## src/rtl/dlu_pkg.sv

```systemverilog
package dlu_pkg;

  localparam int IDX_W        = 5;
  localparam int ENTER_LAST   = 12;
  localparam int EXIT_BASE    = 13;
  localparam int EXIT_LAST    = 20;
  localparam logic [7:0] POLL_CMD = 8'h80;
  localparam int READY_BIT    = 1;

  localparam logic [2:0] CODE_NONE    = 3'd0;
  localparam logic [2:0] CODE_RDERR   = 3'd1;
  localparam logic [2:0] CODE_TIMEOUT = 3'd2;

  typedef struct packed {
    logic       beginEntry;
    logic       beginExit;
    logic       raiseData;
    logic       clkLow;
    logic       clkHigh;
    logic       loadPulse;
    logic       decCnt;
    logic       incIdx;
    logic       incPoll;
    logic       selPoll;
    logic       setUnlock;
    logic       setErr;
    logic       parkPins;
    logic [2:0] errVal;
  } dluCtl_t;

  // Entry script (0..12) followed by exit script (13..20)
  function automatic logic [7:0] scriptByte(input logic [IDX_W-1:0] idx);
    logic [7:0] b;
    unique case (idx)
      5'd0:  b = 8'hC2;
      5'd1:  b = 8'h02;
      5'd2:  b = 8'hC1;
      5'd3:  b = 8'h59;
      5'd4:  b = 8'hE0;
      5'd5:  b = 8'hFF;
      5'd6:  b = 8'h88;
      5'd7:  b = 8'hD8;
      5'd8:  b = 8'hCD;
      5'd9:  b = 8'h45;
      5'd10: b = 8'hAB;
      5'd11: b = 8'h89;
      5'd12: b = 8'h12;
      5'd13: b = 8'hC1;
      5'd14: b = 8'h00;
      5'd15: b = 8'h4C;
      5'd16: b = 8'hCA;
      5'd17: b = 8'h01;
      5'd18: b = 8'h00;
      5'd19: b = 8'h01;
      5'd20: b = 8'h00;
      default: b = 8'h00;
    endcase
    return b;
  endfunction

endpackage

```

## src/rtl/dlu_dp.sv

```systemverilog
module dlu_dp
  import dlu_pkg::*;
#(
  parameter int DELAY_CYCLES = 8,
  parameter int PULSE_COUNT  = 16,
  parameter int POLL_LIMIT   = 256
) (
  input  logic       clk,
  input  logic       rstN,
  input  dluCtl_t    ctl,
  input  logic [7:0] rxByte,
  output logic [7:0] txByte,
  output logic       cntZero,
  output logic       idxEnterLast,
  output logic       idxExitLast,
  output logic       pollAtLimit,
  output logic       rxReady,
  output logic       pinClk,
  output logic       pinData,
  output logic       pinOe,
  output logic       unlocked,
  output logic [2:0] errCode,
  output logic       errFlag
);

  localparam int CNT_MAX = (DELAY_CYCLES > PULSE_COUNT) ? DELAY_CYCLES : PULSE_COUNT;
  localparam int CNT_W   = $clog2(CNT_MAX + 1);
  localparam int POLL_W  = $clog2(POLL_LIMIT + 1);

  logic [CNT_W-1:0]  cnt;
  logic [IDX_W-1:0]  idx;
  logic [POLL_W-1:0] pollCnt;

  // Pin levels driven during entry and park
  always_ff @(posedge clk) begin
    if (!rstN) begin
      pinData <= 1'b0;
      pinClk  <= 1'b1;
      pinOe   <= 1'b0;
    end else begin
      if (ctl.beginEntry) begin
        pinData <= 1'b0;
        pinClk  <= 1'b1;
        pinOe   <= 1'b1;
      end
      if (ctl.raiseData) pinData <= 1'b1;
      if (ctl.clkLow)    pinClk  <= 1'b0;
      if (ctl.clkHigh)   pinClk  <= 1'b1;
      if (ctl.parkPins) begin
        pinData <= 1'b0;
        pinClk  <= 1'b1;
      end
    end
  end

  // Shared settle / pulse counter
  always_ff @(posedge clk) begin
    if (!rstN)               cnt <= '0;
    else if (ctl.raiseData)  cnt <= CNT_W'(DELAY_CYCLES - 1);
    else if (ctl.loadPulse)  cnt <= CNT_W'(PULSE_COUNT - 1);
    else if (ctl.decCnt)     cnt <= cnt - 1'b1;
  end

  always_ff @(posedge clk) begin
    if (!rstN)               idx <= '0;
    else if (ctl.beginEntry) idx <= '0;
    else if (ctl.beginExit)  idx <= IDX_W'(EXIT_BASE);
    else if (ctl.incIdx)     idx <= idx + 1'b1;
  end

  always_ff @(posedge clk) begin
    if (!rstN)               pollCnt <= '0;
    else if (ctl.beginEntry) pollCnt <= '0;
    else if (ctl.incPoll)    pollCnt <= pollCnt + 1'b1;
  end

  always_ff @(posedge clk) begin
    if (!rstN) begin
      unlocked <= 1'b0;
      errCode  <= CODE_NONE;
    end else begin
      if (ctl.beginEntry || ctl.beginExit) begin
        unlocked <= 1'b0;
        errCode  <= CODE_NONE;
      end
      if (ctl.setUnlock) unlocked <= 1'b1;
      if (ctl.setErr)    errCode  <= ctl.errVal;
    end
  end

  assign txByte       = ctl.selPoll ? POLL_CMD : scriptByte(idx);
  assign cntZero      = (cnt == '0);
  assign idxEnterLast = (idx == IDX_W'(ENTER_LAST));
  assign idxExitLast  = (idx == IDX_W'(EXIT_LAST));
  assign pollAtLimit  = (pollCnt == POLL_W'(POLL_LIMIT));
  assign rxReady      = rxByte[READY_BIT];
  assign errFlag      = (errCode != CODE_NONE);

endmodule

```

## src/rtl/dlu_ctrl.sv

```systemverilog
module dlu_ctrl
  import dlu_pkg::*;
(
  input  logic    clk,
  input  logic    rstN,
  input  logic    startReq,
  input  logic    exitReq,
  input  logic    txDone,
  input  logic    rxDone,
  input  logic    rxErr,
  input  logic    cntZero,
  input  logic    idxEnterLast,
  input  logic    idxExitLast,
  input  logic    pollAtLimit,
  input  logic    rxReady,
  output dluCtl_t ctl,
  output logic    txReq,
  output logic    rxReq,
  output logic    busy,
  output logic    done,
  output logic    pinOwn
);

  typedef enum logic [3:0] {
    S_IDLE, S_PRE, S_SETTLE, S_CLK_LO, S_CLK_HI,
    S_SEND, S_POLL_TX, S_POLL_RX, S_EXIT_TX, S_FINISH
  } state_t;

  state_t state, nextState;

  always_ff @(posedge clk) begin
    if (!rstN) state <= S_IDLE;
    else       state <= nextState;
  end

  always_comb begin
    nextState = state;
    ctl       = '0;
    txReq     = 1'b0;
    rxReq     = 1'b0;
    unique case (state)
      S_IDLE: begin
        if (startReq) begin
          ctl.beginEntry = 1'b1;
          nextState      = S_PRE;
        end else if (exitReq) begin
          ctl.beginExit  = 1'b1;
          nextState      = S_EXIT_TX;
        end
      end
      S_PRE: begin
        ctl.raiseData = 1'b1;
        nextState     = S_SETTLE;
      end
      S_SETTLE: begin
        if (cntZero) begin
          ctl.clkLow    = 1'b1;
          ctl.loadPulse = 1'b1;
          nextState     = S_CLK_LO;
        end else begin
          ctl.decCnt = 1'b1;
        end
      end
      S_CLK_LO: begin
        ctl.clkHigh = 1'b1;
        nextState   = S_CLK_HI;
      end
      S_CLK_HI: begin
        if (cntZero) begin
          nextState = S_SEND;
        end else begin
          ctl.clkLow = 1'b1;
          ctl.decCnt = 1'b1;
          nextState  = S_CLK_LO;
        end
      end
      S_SEND: begin
        txReq = 1'b1;
        if (txDone) begin
          if (idxEnterLast) nextState  = S_POLL_TX;
          else              ctl.incIdx = 1'b1;
        end
      end
      S_POLL_TX: begin
        txReq       = 1'b1;
        ctl.selPoll = 1'b1;
        if (txDone) begin
          ctl.incPoll = 1'b1;
          nextState   = S_POLL_RX;
        end
      end
      S_POLL_RX: begin
        rxReq = 1'b1;
        if (rxDone) begin
          if (rxErr) begin
            ctl.setErr = 1'b1;
            ctl.errVal = CODE_RDERR;
            nextState  = S_FINISH;
          end else if (rxReady) begin
            ctl.setUnlock = 1'b1;
            nextState     = S_FINISH;
          end else if (pollAtLimit) begin
            ctl.setErr = 1'b1;
            ctl.errVal = CODE_TIMEOUT;
            nextState  = S_FINISH;
          end else begin
            nextState = S_POLL_TX;
          end
        end
      end
      S_EXIT_TX: begin
        txReq = 1'b1;
        if (txDone) begin
          if (idxExitLast) begin
            ctl.parkPins = 1'b1;
            nextState    = S_FINISH;
          end else begin
            ctl.incIdx = 1'b1;
          end
        end
      end
      S_FINISH: nextState = S_IDLE;
      default:  nextState = S_IDLE;
    endcase
  end

  assign busy   = (state != S_IDLE);
  assign done   = (state == S_FINISH);
  assign pinOwn = !(state inside {S_SEND, S_POLL_TX, S_POLL_RX, S_EXIT_TX});

endmodule

```

## src/rtl/dbg_unlock_seq.sv

```systemverilog
module dbg_unlock_seq
  import dlu_pkg::*;
#(
  parameter int DELAY_CYCLES = 8,
  parameter int PULSE_COUNT  = 16,
  parameter int POLL_LIMIT   = 256
) (
  input  logic       clk,
  input  logic       rstN,
  input  logic       startReq,
  input  logic       exitReq,
  output logic       busy,
  output logic       done,
  output logic       errFlag,
  output logic [2:0] errCode,
  output logic       unlocked,
  output logic       pinOwn,
  output logic       pinClk,
  output logic       pinData,
  output logic       pinOe,
  output logic       txReq,
  output logic [7:0] txByte,
  input  logic       txDone,
  output logic       rxReq,
  input  logic       rxDone,
  input  logic [7:0] rxByte,
  input  logic       rxErr
);

  dluCtl_t ctl;
  logic cntZero, idxEnterLast, idxExitLast, pollAtLimit, rxReady;

  dlu_ctrl u_ctrl (
    .clk, .rstN, .startReq, .exitReq, .txDone, .rxDone, .rxErr,
    .cntZero, .idxEnterLast, .idxExitLast, .pollAtLimit, .rxReady,
    .ctl, .txReq, .rxReq, .busy, .done, .pinOwn
  );

  dlu_dp #(
    .DELAY_CYCLES(DELAY_CYCLES),
    .PULSE_COUNT (PULSE_COUNT),
    .POLL_LIMIT  (POLL_LIMIT)
  ) u_dp (
    .clk, .rstN, .ctl, .rxByte, .txByte, .cntZero, .idxEnterLast,
    .idxExitLast, .pollAtLimit, .rxReady, .pinClk, .pinData, .pinOe,
    .unlocked, .errCode, .errFlag
  );

endmodule

```

## config.mk

```make
export PLATFORM = sky130hd
export DESIGN_NAME = dbg_unlock_seq
export DESIGN_NICKNAME = d
export VERILOG_FILES = /design/src/rtl/dlu_pkg.sv /design/src/rtl/dlu_dp.sv /design/src/rtl/dlu_ctrl.sv /design/src/rtl/dbg_unlock_seq.sv
export SDC_FILE = /design/constraint.sdc
export NUM_CORES = 1
export LEC_CHECK = 0
export BUFFER_PORTS_ARGS = -buffer_cell sky130_fd_sc_hd__buf_4
export CORE_AREA = 2 2 64 66
export CTS_CLUSTER_DIAMETER = 30
export DETAILED_ROUTE_END_ITERATION = 7
export DIE_AREA = 0 0 66 68
export PLACE_DENSITY = 0.77
export SYNTH_ARGS = -nofsm -noshare
export SYNTH_HDL_FRONTEND = slang
export SYNTH_SLANG_ARGS = --single-unit
```

## constraint.sdc

```tcl
create_clock -name clk -period 2.9 [get_ports clk]
set_input_delay 0.58 -clock clk [delete_from_list [all_inputs] [get_ports clk]]
set_output_delay 0.58 -clock clk [all_outputs]
set_load 0.01 [all_outputs]
```

# == After elaboration in Yosys (flattened, before gate mapping) ==
# Memories as Yosys holds them, arrays and structs flattened.
# Cells that the tools add are included.
# Widths: inputs -> output; s select.
# word_totals
ff_bits,30
latchBits,0
ram_bits,0
rom_bits,256
input_bits,15
out_inout_bits,21
wordCells,123
mem_count,1
# memory_table
name,words,word_bits,read_ports,rd_clocked_by_memory_dff,wr,line,text
(name not given),32,8,1,0,0,dlu_pkg.sv:34,unique case (idx)
# op_classes
n_addsub,3
n_mul,0
div,0
magnitude_cmp,0
eq_ne,20
n_shift,0
mux,63
bitwise,1
n_reduce_logical,23
# ops
op,count
$mux 4,16
$pmux 4 s9,1
$mux 1,30
$mux 3,8
$eq 4x3->1 const B,4
$ne 2x2->1 const B,7
$reduce_bool 2->1,6
$reduce_or 3->1,4
$mux 2,5
$add 9x1->9 const B,1
$eq 9x9->1 const B,1
$eq 4x2->1 const B,2
$eq 4x4->1 const B,2
$mux 8,1
$reduce_and 8->1,1
$reduce_bool 4->1,2
$reduce_or 2->1,4
$reduce_bool 3->1,2
$add 5x1->5 const B,1
$eq 5x4->1 const B,1
$eq 5x5->1 const B,1
$logic_not 5->1,1
$sub 5x1->5 const B,1
$eq 4x1->1 const B,1
6 further kinds,7

# == Logic depth before layout (Yosys ltp) ==
# Gate-level depths: netlist of the first run.
# logic_depth
depth_word,7
mapped_depth,6
ltp_nobuf,6

# == By module ==
# From an unflattened synthesis of the first run, not the netlist that was laid out.
# unflattened
cells_unflattened,262
area_unflattened_um2,2140.8
# by_module_without_submodules
module,instances,cells_each,area_per_inst_um2,seq_area_each_um2
dlu_dp,1,180,1562.7,520.5
dlu_ctrl,1,82,578.1,80.1

# == Worst setup path before layout of the first run ==
# Ideal clock, no wire load.
# synth_path
kind,reg-to-output
from,register u_dp.idx[1]
to,output port txByte[6]
arrival_time_ns,1.560
required_ns,2.320
setup_slack_ns,0.760
path_stages_with_launch,5
path_buffers,0
cell_sequence,dfxtp_1 > inv_1 > ha_1 > mux4_2 > a21boi_0
# synth_via
elab_chain_cells,2
# synth_rtl
element,line,text
"start, declared",dlu_dp.sv:31,logic [IDX_W-1:0] idx;
"start signal, assigned",dlu_dp.sv:67,else if (ctl.beginExit) idx <= IDX_W'(EXIT_BASE);
"start signal, assigned",dlu_dp.sv:68,else if (ctl.incIdx) idx <= idx + 1'b1;
$mem_v2 32x8,-,
$mux 8,dlu_dp.sv:91,assign txByte = ctl.selPoll ? POLL_CMD : scriptByte(idx);
"end, declared",dbg_unlock_seq.sv:22,"output logic [7:0] txByte,"
# Every way passes these cells.

# == Final worst setup path of the first run ==
# Ends and elaborated chain as after synthesis.

==> impl_metrics.tcl, run 1 <==
set metrics [dict create \
    result_of_the_run "complete, no violations" \
    max-clock-path-buffers 2 \
    initial_core_util_pct 53.0 \
    clock_tree_from_tritoncts "built" \
    leakagePower_uw 0.000864 \
    finalWorstPathRequiredPeriod_ps 2720 \
    drc_errors 0 \
    clkLatencyLatePin_ps 290 \
    critical_path_peak_fanout 11 \
    drt-vias-per-instance 6.01 \
    count_of_flip_flops_with_a_built_in_enable_after_synthesis 0 \
    rr_startpoint "u_dp.idx[1]" \
    holdBufCountCts 0 \
    post_synth_main_area_contributors "sky130_fd_sc_hd__dfxtp_1 (28%), sky130_fd_sc_hd__ha_1 (5.5%), sky130_fd_sc_hd__o21ai_0 (4.2%), sky130_fd_sc_hd__a21oi_1 (3.9%), sky130_fd_sc_hd__nand2_1 (3.9%)" \
    drc_violation_total_after_the_first_tritonroute_iteration 153 \
    crit_start "u_dp.idx[1]" \
    synth.ff_latch_count 29 \
    detailroute.via_count 2012 \
    share_of_final_layout_standard_cells_stronger_than_drive_strength_1_pct 16.1 \
    hold_viol_final 0 \
    cts_made_buffers 5 \
    netlist_instances 262 \
    end_kind "output port" \
    totalNegativeSetupSlack_ps 0 \
    critical-path-slowest-cell "sky130_fd_sc_hd__dfxtp_1" \
    ir_worst_vdd_uv 413 \
    power_per_cell_area_nw_per_um2 773 \
    nature_of_the_critical_path_startpoint "register" \
    dpl_cell_area_sq_um 2270 \
    layout.cell_area.non_filler_sq_um 2350 \
    placementRows 23 \
    timing_worst_setup_path_type "register to output port" \
    timing.hold.worst.start "u_dp.pinOe" \
    ys.warnings.count 0 \
    finish.net_count 308 \
    min_period_over_period_pct 93.8 \
    syn_area_cell_sq_um 7.80 \
    min-delay-path-class "register to register" \
    multi_input_gate_area_sq_um 1320 \
    max-cap-violations 0 \
    drt-pass1-iter-count 4 \
    finClkSkew_ps 4.39 \
    synth-seq-area-share_pct 28.4 \
    postCtsSetupBuffers 0 \
    placeableCoreArea_sq_um 3860 \
    fillers 364 \
    grt_max_degree 21 \
    path_cells "inv_1 > ha_1 > mux4_2 > a21boi_0 > buf_4" \
    wl_per_cell_um 14.6 \
    root_buffer "sky130_fd_sc_hd__clkbuf_8" \
    path_clk_slew_ps 60 \
    synth_async_reset_ratio_pct 0 \
    grt_pass1_vias 1717 \
    synth_cell_type_count 59 \
    fp.dieW_um 66 \
    sink_count_of_the_clock_tree 29 \
    setup-violations-final 0 \
    htreeDepth 2 \
    worst-slew-pin-transition_ps 727 \
    slowest_delay_ps 560 \
    top_ff_cell_synth "sky130_fd_sc_hd__dfxtp_1" \
    max_slew_headroom_pct 50.9 \
    yosysTopAreaCellShare_pct 28.4 \
    synth_fp_nets 286 \
    slew_violations 0 \
    synth_area_leader_cell "sky130_fd_sc_hd__dfxtp_1" \
    sequential_cell_area_sq_um 581 \
    routabilityCongestion 0.867 \
    cts-resized-gates 0 \
    antenna_found_initial 0 \
    areaGrowthSynthToFinish_pct 15.0 \
    grt_util_all_layers_pct 22.5 \
    top_level_ports 36 \
    grt-ovfl-total 0 \
    syn_area_sq_um 2040 \
    fp.dieArea_sq_um 4490 \
    worst_ep_required_time_ps 2320 \
    place.port_buffers 27 \
    worst-endpoint-arrival_ps 2140 \
    die_height_um 68 \
    num_antenna_cells 0 \
    wl_um 4890 \
    place_hpwl_um 3540 \
    grt_first_pass_wirelength_um 7750 \
    rsz0062_at_grt "no" \
    fmaxAchievable_ghz 0.368 \
    final_antenna_violating_net_count 0 \
]
==> sequential cells by signal, indices dropped and copies added, names as in the netlist <==
name,flops
u_dp.pollCnt,9
u_dp.pinOe,1
u_dp.idx,5
u_dp.errCode,2
u_dp.unlocked,1
u_dp.pinData,1
u_dp.cnt,5
u_dp.pinClk,1
u_ctrl.state,4
==> cells in the mapped netlist (all sizes together), types with 2 or more instances <==
| library cell | instances |
|---|---|
| a2111oi | 2 |
| a211oi | 5 |
| a21boi | 2 |
| a21oi | 16 |
| a221oi | 2 |
| a31oi | 7 |
| and2 | 2 |
| and3 | 6 |
| and4b | 2 |
| buf | 7 |
| clkbuf | 10 |
| dfxtp | 29 |
| ha | 9 |
| inv | 17 |
| mux2i | 4 |
| nand2 | 21 |
| nand2b | 4 |
| nand3 | 12 |
| nand3b | 3 |
| nand4 | 4 |
| nor2 | 11 |
| nor3 | 7 |
| nor4 | 6 |
| nor4b | 3 |
| nor4bb | 2 |
| o211ai | 3 |
| o21a | 4 |
| o21ai | 17 |
| o31ai | 3 |
| o41ai | 2 |
| or2 | 2 |
| or3 | 10 |
| or4 | 3 |
| or4b | 2 |
| xnor2 | 3 |
| xor2 | 2 |
==> logic make-up after synthesis <==
| family | share of synthesized area (%) |
|---|---|
| simple gates | 28.4 |
| compound gates | 25.2 |
| buf+inv | 7.16 |
| fa+ha+maj | 5.51 |
| other cells | 0.184 |
| xor+xnor | 2.14 |
| mux | 3.06 |
| flops | 28.4 |
==> cell usage in the layout, fill, tap and decap left out, types with 9 or more instances in the layout <==
master,instances
sky130_fd_sc_hd__a21oi_1,16
sky130_fd_sc_hd__buf_4,32
sky130_fd_sc_hd__dfxtp_1,29
sky130_fd_sc_hd__ha_1,9
sky130_fd_sc_hd__inv_1,17
sky130_fd_sc_hd__nand2_1,21
sky130_fd_sc_hd__nand3_1,12
sky130_fd_sc_hd__nor2_1,11
sky130_fd_sc_hd__o21ai_0,17
sky130_fd_sc_hd__or3_1,10
==> final cells by class <==
| type | instances | area share [%] |
|---|---|---|
| multi-input combinational | 198 | 56.0 |
| sequential | 29 | 24.7 |
| timing repair buffer | 32 | 10.2 |
| clock buffer | 6 | 3.09 |
| inverter | 18 | 2.88 |
| tap | 50 | 2.66 |
| clock inverter | 2 | 0.426 |
==> worst max-delay path, delay by kind of cell (launching register included) <==
kind,cells,cell delay (ps)
compound gates,1,210
buf+inv,2,320
fa+ha+maj,1,270
flops,1,560
mux,1,490
==> per-stage QoR <==
stage	total power, uW	instances	setup slack, ps	hold WS (ps)	utilization [%]
5_1_grt	1930	335	62.2	498	60.9
4_1_cts	1810	335	208	472	60.9
2_1_floorplan	1220	262	760	430	-
3_5_place_dp	1490	327	531	460	58.8
3_3_place_gp	1470	327	591	442	58.8
6_report	1820	335	181	470	60.9
==> layer usage <==
layer / wire (um) / up-vias / global-route usage (%)
met2: 2290 / 45 / 36.6
li1: - / 1031 / -
met4: 45 / 0 / 7.65
met5: 0 / - / 0
met3: 212 / 7 / 3.95
met1: 2330 / 929 / 30.4
==> power by group <==
part | switching, uW | internal [uW]
clock | 156 | 166
combinational | 514 | 409
sequential | 108 | 463
==> worst paths after layout <==
path	to	slack (ps)	cells past startpoint
setup / recovery	txByte[6]	180	5
hold / removal	u_dp.pinOe	470	2
setup reg to reg	u_dp.idx[3]	590	6
hold reg to reg	u_dp.pinOe	470	2
No activity file was read; power rests on OpenSTA's default activity.
==> run 2, diff against run 1 <==
--- a/config.mk
+++ b/config.mk
@@ -6,11 +6,13 @@
 export NUM_CORES = 1
 export LEC_CHECK = 0
 export BUFFER_PORTS_ARGS = -buffer_cell sky130_fd_sc_hd__buf_4
-export CORE_AREA = 2 2 64 66
+export CELL_PAD_IN_SITES_DETAIL_PLACEMENT = 0
+export CELL_PAD_IN_SITES_GLOBAL_PLACEMENT = 1
+export CORE_AREA = 2 2 74 76
 export CTS_CLUSTER_DIAMETER = 30
 export DETAILED_ROUTE_END_ITERATION = 7
-export DIE_AREA = 0 0 66 68
-export PLACE_DENSITY = 0.77
+export DIE_AREA = 0 0 76 78
+export PLACE_DENSITY_LB_ADDON = 0.1
 export SYNTH_ARGS = -nofsm -noshare
 export SYNTH_HDL_FRONTEND = slang
 export SYNTH_SLANG_ARGS = --single-unit
==> run 2 against run 1 <==
Maximum frequency increased by 3.2%. Sequential cell count unchanged. Sequential power decreased by 3%. Combinational power increased by 3.8%. Non-clock buffer count increased by 2. Largest cell class unchanged. Clock power increased by 6.8%.
==> impl_metrics.tcl, run 2 (synthesis gave the netlist of run 1 again) <==
set metrics [dict create \
    share_of_final_layout_standard_cells_stronger_than_drive_strength_1_pct 16.8 \
    setup-violations-final 0 \
    nature_of_the_critical_path_startpoint "register" \
    num_antenna_cells 0 \
    rsz0062_at_grt "no" \
    numPlacedInstances 349 \
    wl_um 5260 \
    placeableCoreArea_sq_um 5040 \
    grt-ovfl-total 0 \
    top_level_ports 36 \
    routabilityCongestion 0.792 \
    drt-vias-per-instance 5.71 \
    holdBufCountCts 0 \
    place.port_buffers 27 \
    drt-pass1-iter-count 4 \
    grt_util_all_layers_pct 18.3 \
    htreeDepth 2 \
    worst_r2r_path_depth 6 \
    slowest_delay_ps 540 \
    die_height_um 78 \
    cts_made_buffers 5 \
    grt_pass1_vias 1835 \
    initial_core_util_pct 40.5 \
    power.clock.fraction_pct 18.5 \
    finClkSkew_ps 2.73 \
    antenna_found_initial 0 \
    path_cells "inv_1 > ha_1 > mux4_2 > a21boi_0 > buf_4" \
    worst-endpoint-arrival_ps 2050 \
    net-switching-power_uw 783 \
    areaGrowthSynthToFinish_pct 17.5 \
    power_per_cell_area_nw_per_um2 773 \
    timing.critical_path.max_delay_family "flip-flops" \
    fp.dieArea_sq_um 5930 \
    slew_violations 0 \
    p_comb_share_pct 51.6 \
    largest_register "u_dp.pollCnt" \
    timing.hold.worst.start "u_dp.cnt[4]" \
    worstHoldEndpoint "u_dp.cnt[4]" \
    drc_violation_total_after_the_first_tritonroute_iteration 103 \
    grt_first_pass_wirelength_um 8780 \
    largest_reg_flops 9 \
    holdPathStages 2 \
    finish.net_count 310 \
    capture_point_of_the_worst_reg_to_reg_path "u_dp.idx[4]" \
    place_hpwl_um 3950 \
    min-delay-path-class "register to register" \
    timing_worst_setup_path_type "register to output port" \
    rr_startpoint "u_dp.idx[1]" \
    hold_viol_final 0 \
    critical_path_peak_fanout 11 \
    leakagePower_uw 0.000874 \
    final_cell_count_no_fill 356 \
    finalHoldWorstSlack_ps 458 \
    critical-path-slowest-cell "sky130_fd_sc_hd__dfxtp_1" \
    ir_worst_vdd_uv 428 \
    path_clk_slew_ps 60 \
    fmaxAchievable_ghz 0.380 \
    max_slew_headroom_pct 40.2 \
    min_period_over_period_pct 90.8 \
    reg2reg_slack_ps 630 \
    worst-slew-pin-transition_ps 885 \
    seqPwrFrac_pct 29.9 \
    placementRows 26 \
    cts-resized-gates 0 \
    grt_max_degree 21 \
    layout_common_cells "sky130_fd_sc_hd__buf_4 (34), sky130_fd_sc_hd__dfxtp_1 (29), sky130_fd_sc_hd__nand2_1 (21), sky130_fd_sc_hd__inv_1 (17), sky130_fd_sc_hd__o21ai_0 (17)" \
    end_kind "output port" \
    max-cap-violations 0 \
    worst_ep_required_time_ps 2320 \
    largestRegisters "u_dp.pollCnt (9), u_dp.cnt (5), u_dp.idx (5)" \
    totalNegativeSetupSlack_ps 0 \
    postCtsSetupBuffers 0 \
    result_of_the_run "complete, no violations" \
    wl_per_cell_um 14.8 \
    layout_commonest_cell "sky130_fd_sc_hd__buf_4" \
    clkLatencyLatePin_ps 290 \
    clock_tree_from_tritoncts "built" \
    final_antenna_violating_net_count 0 \
    detailroute.via_count 2032 \
    drc_errors 0 \
    finalCoreUtilization_pct 47.6 \
    max-clock-path-buffers 2 \
    crit_buf_inv 2 \
    sink_count_of_the_clock_tree 29 \
    root_buffer "sky130_fd_sc_hd__clkbuf_8" \
    fp.dieW_um 76 \
    internal-power_uw 1070 \
    finalWorstPathRequiredPeriod_ps 2630 \
    power.share.switching_pct 42.2 \
]
[run 2: cell count changes in the layout (fill, tap and decap cells not counted)]
cell | previous run | this run
sky130_fd_sc_hd__clkinv_2 | 2 | 0
sky130_fd_sc_hd__nor4bb_1 | 2 | 1
sky130_fd_sc_hd__clkbuf_8 | 5 | 6
sky130_fd_sc_hd__buf_4 | 32 | 34
sky130_fd_sc_hd__nor4bb_2 | 0 | 1
[run 2: metal layers]
metal  wire length, um  track usage (%)  vias to the layer above
met1              2450             22.4                      951
met5                 0                0                        -
met2              2510             31.0                       44
li1                  -                -                     1026
met3               198             5.12                       11
met4               105             6.36                        0
[run 2: layout make-up]
class                   count  area, sq um
fillers                   538         2640
multi-input cells         198         1320
flip-flops and latches     29          581
repair buffers             34          255
well taps                  70         87.6
clock buffers               7         86.3
inverters                  18         67.6
[run 2: power groups by stage]
stage	registers, uW	logic, uW	clock network (uW)
floorplan	521	703	0
global placement	562	961	0
detailed placement	561	960	0
CTS	553	962	352
global route	569	1050	371
finish	554	958	344
[run 2: worst max path at each step]
stage	from	end	slack (ps)	cells after the start
after floorplan	u_dp.idx[1]	txByte[6]	760	4
after global placement	u_dp.idx[1]	txByte[6]	580	5
after detailed placement	u_dp.idx[1]	txByte[6]	600	5
after CTS	u_dp.idx[1]	txByte[6]	280	5
after global routing	u_dp.idx[1]	txByte[6]	170	5
final	u_dp.idx[1]	txByte[6]	270	5
[run 2: worst reg2reg max path, cell delays in order (launching register included)]
cell                      delay (ps)
sky130_fd_sc_hd__dfxtp_1         540
sky130_fd_sc_hd__inv_1           170
sky130_fd_sc_hd__ha_1            280
sky130_fd_sc_hd__and4b_1         240
sky130_fd_sc_hd__o32a_4          350
sky130_fd_sc_hd__or4_1           480
sky130_fd_sc_hd__a21oi_1         150
[run 2: per-stage QoR]
| step | total power, uW | area, sq um | worst slack, ps |
|---|---|---|---|
| detailed placement | 1520 | 2310 | 596 |
| floorplan | 1220 | 2040 | 760 |
| finish | 1860 | 2400 | 266 |
| global route | 1990 | 2400 | 170 |
| global placement | 1520 | 2310 | 579 |
| CTS | 1870 | 2400 | 277 |
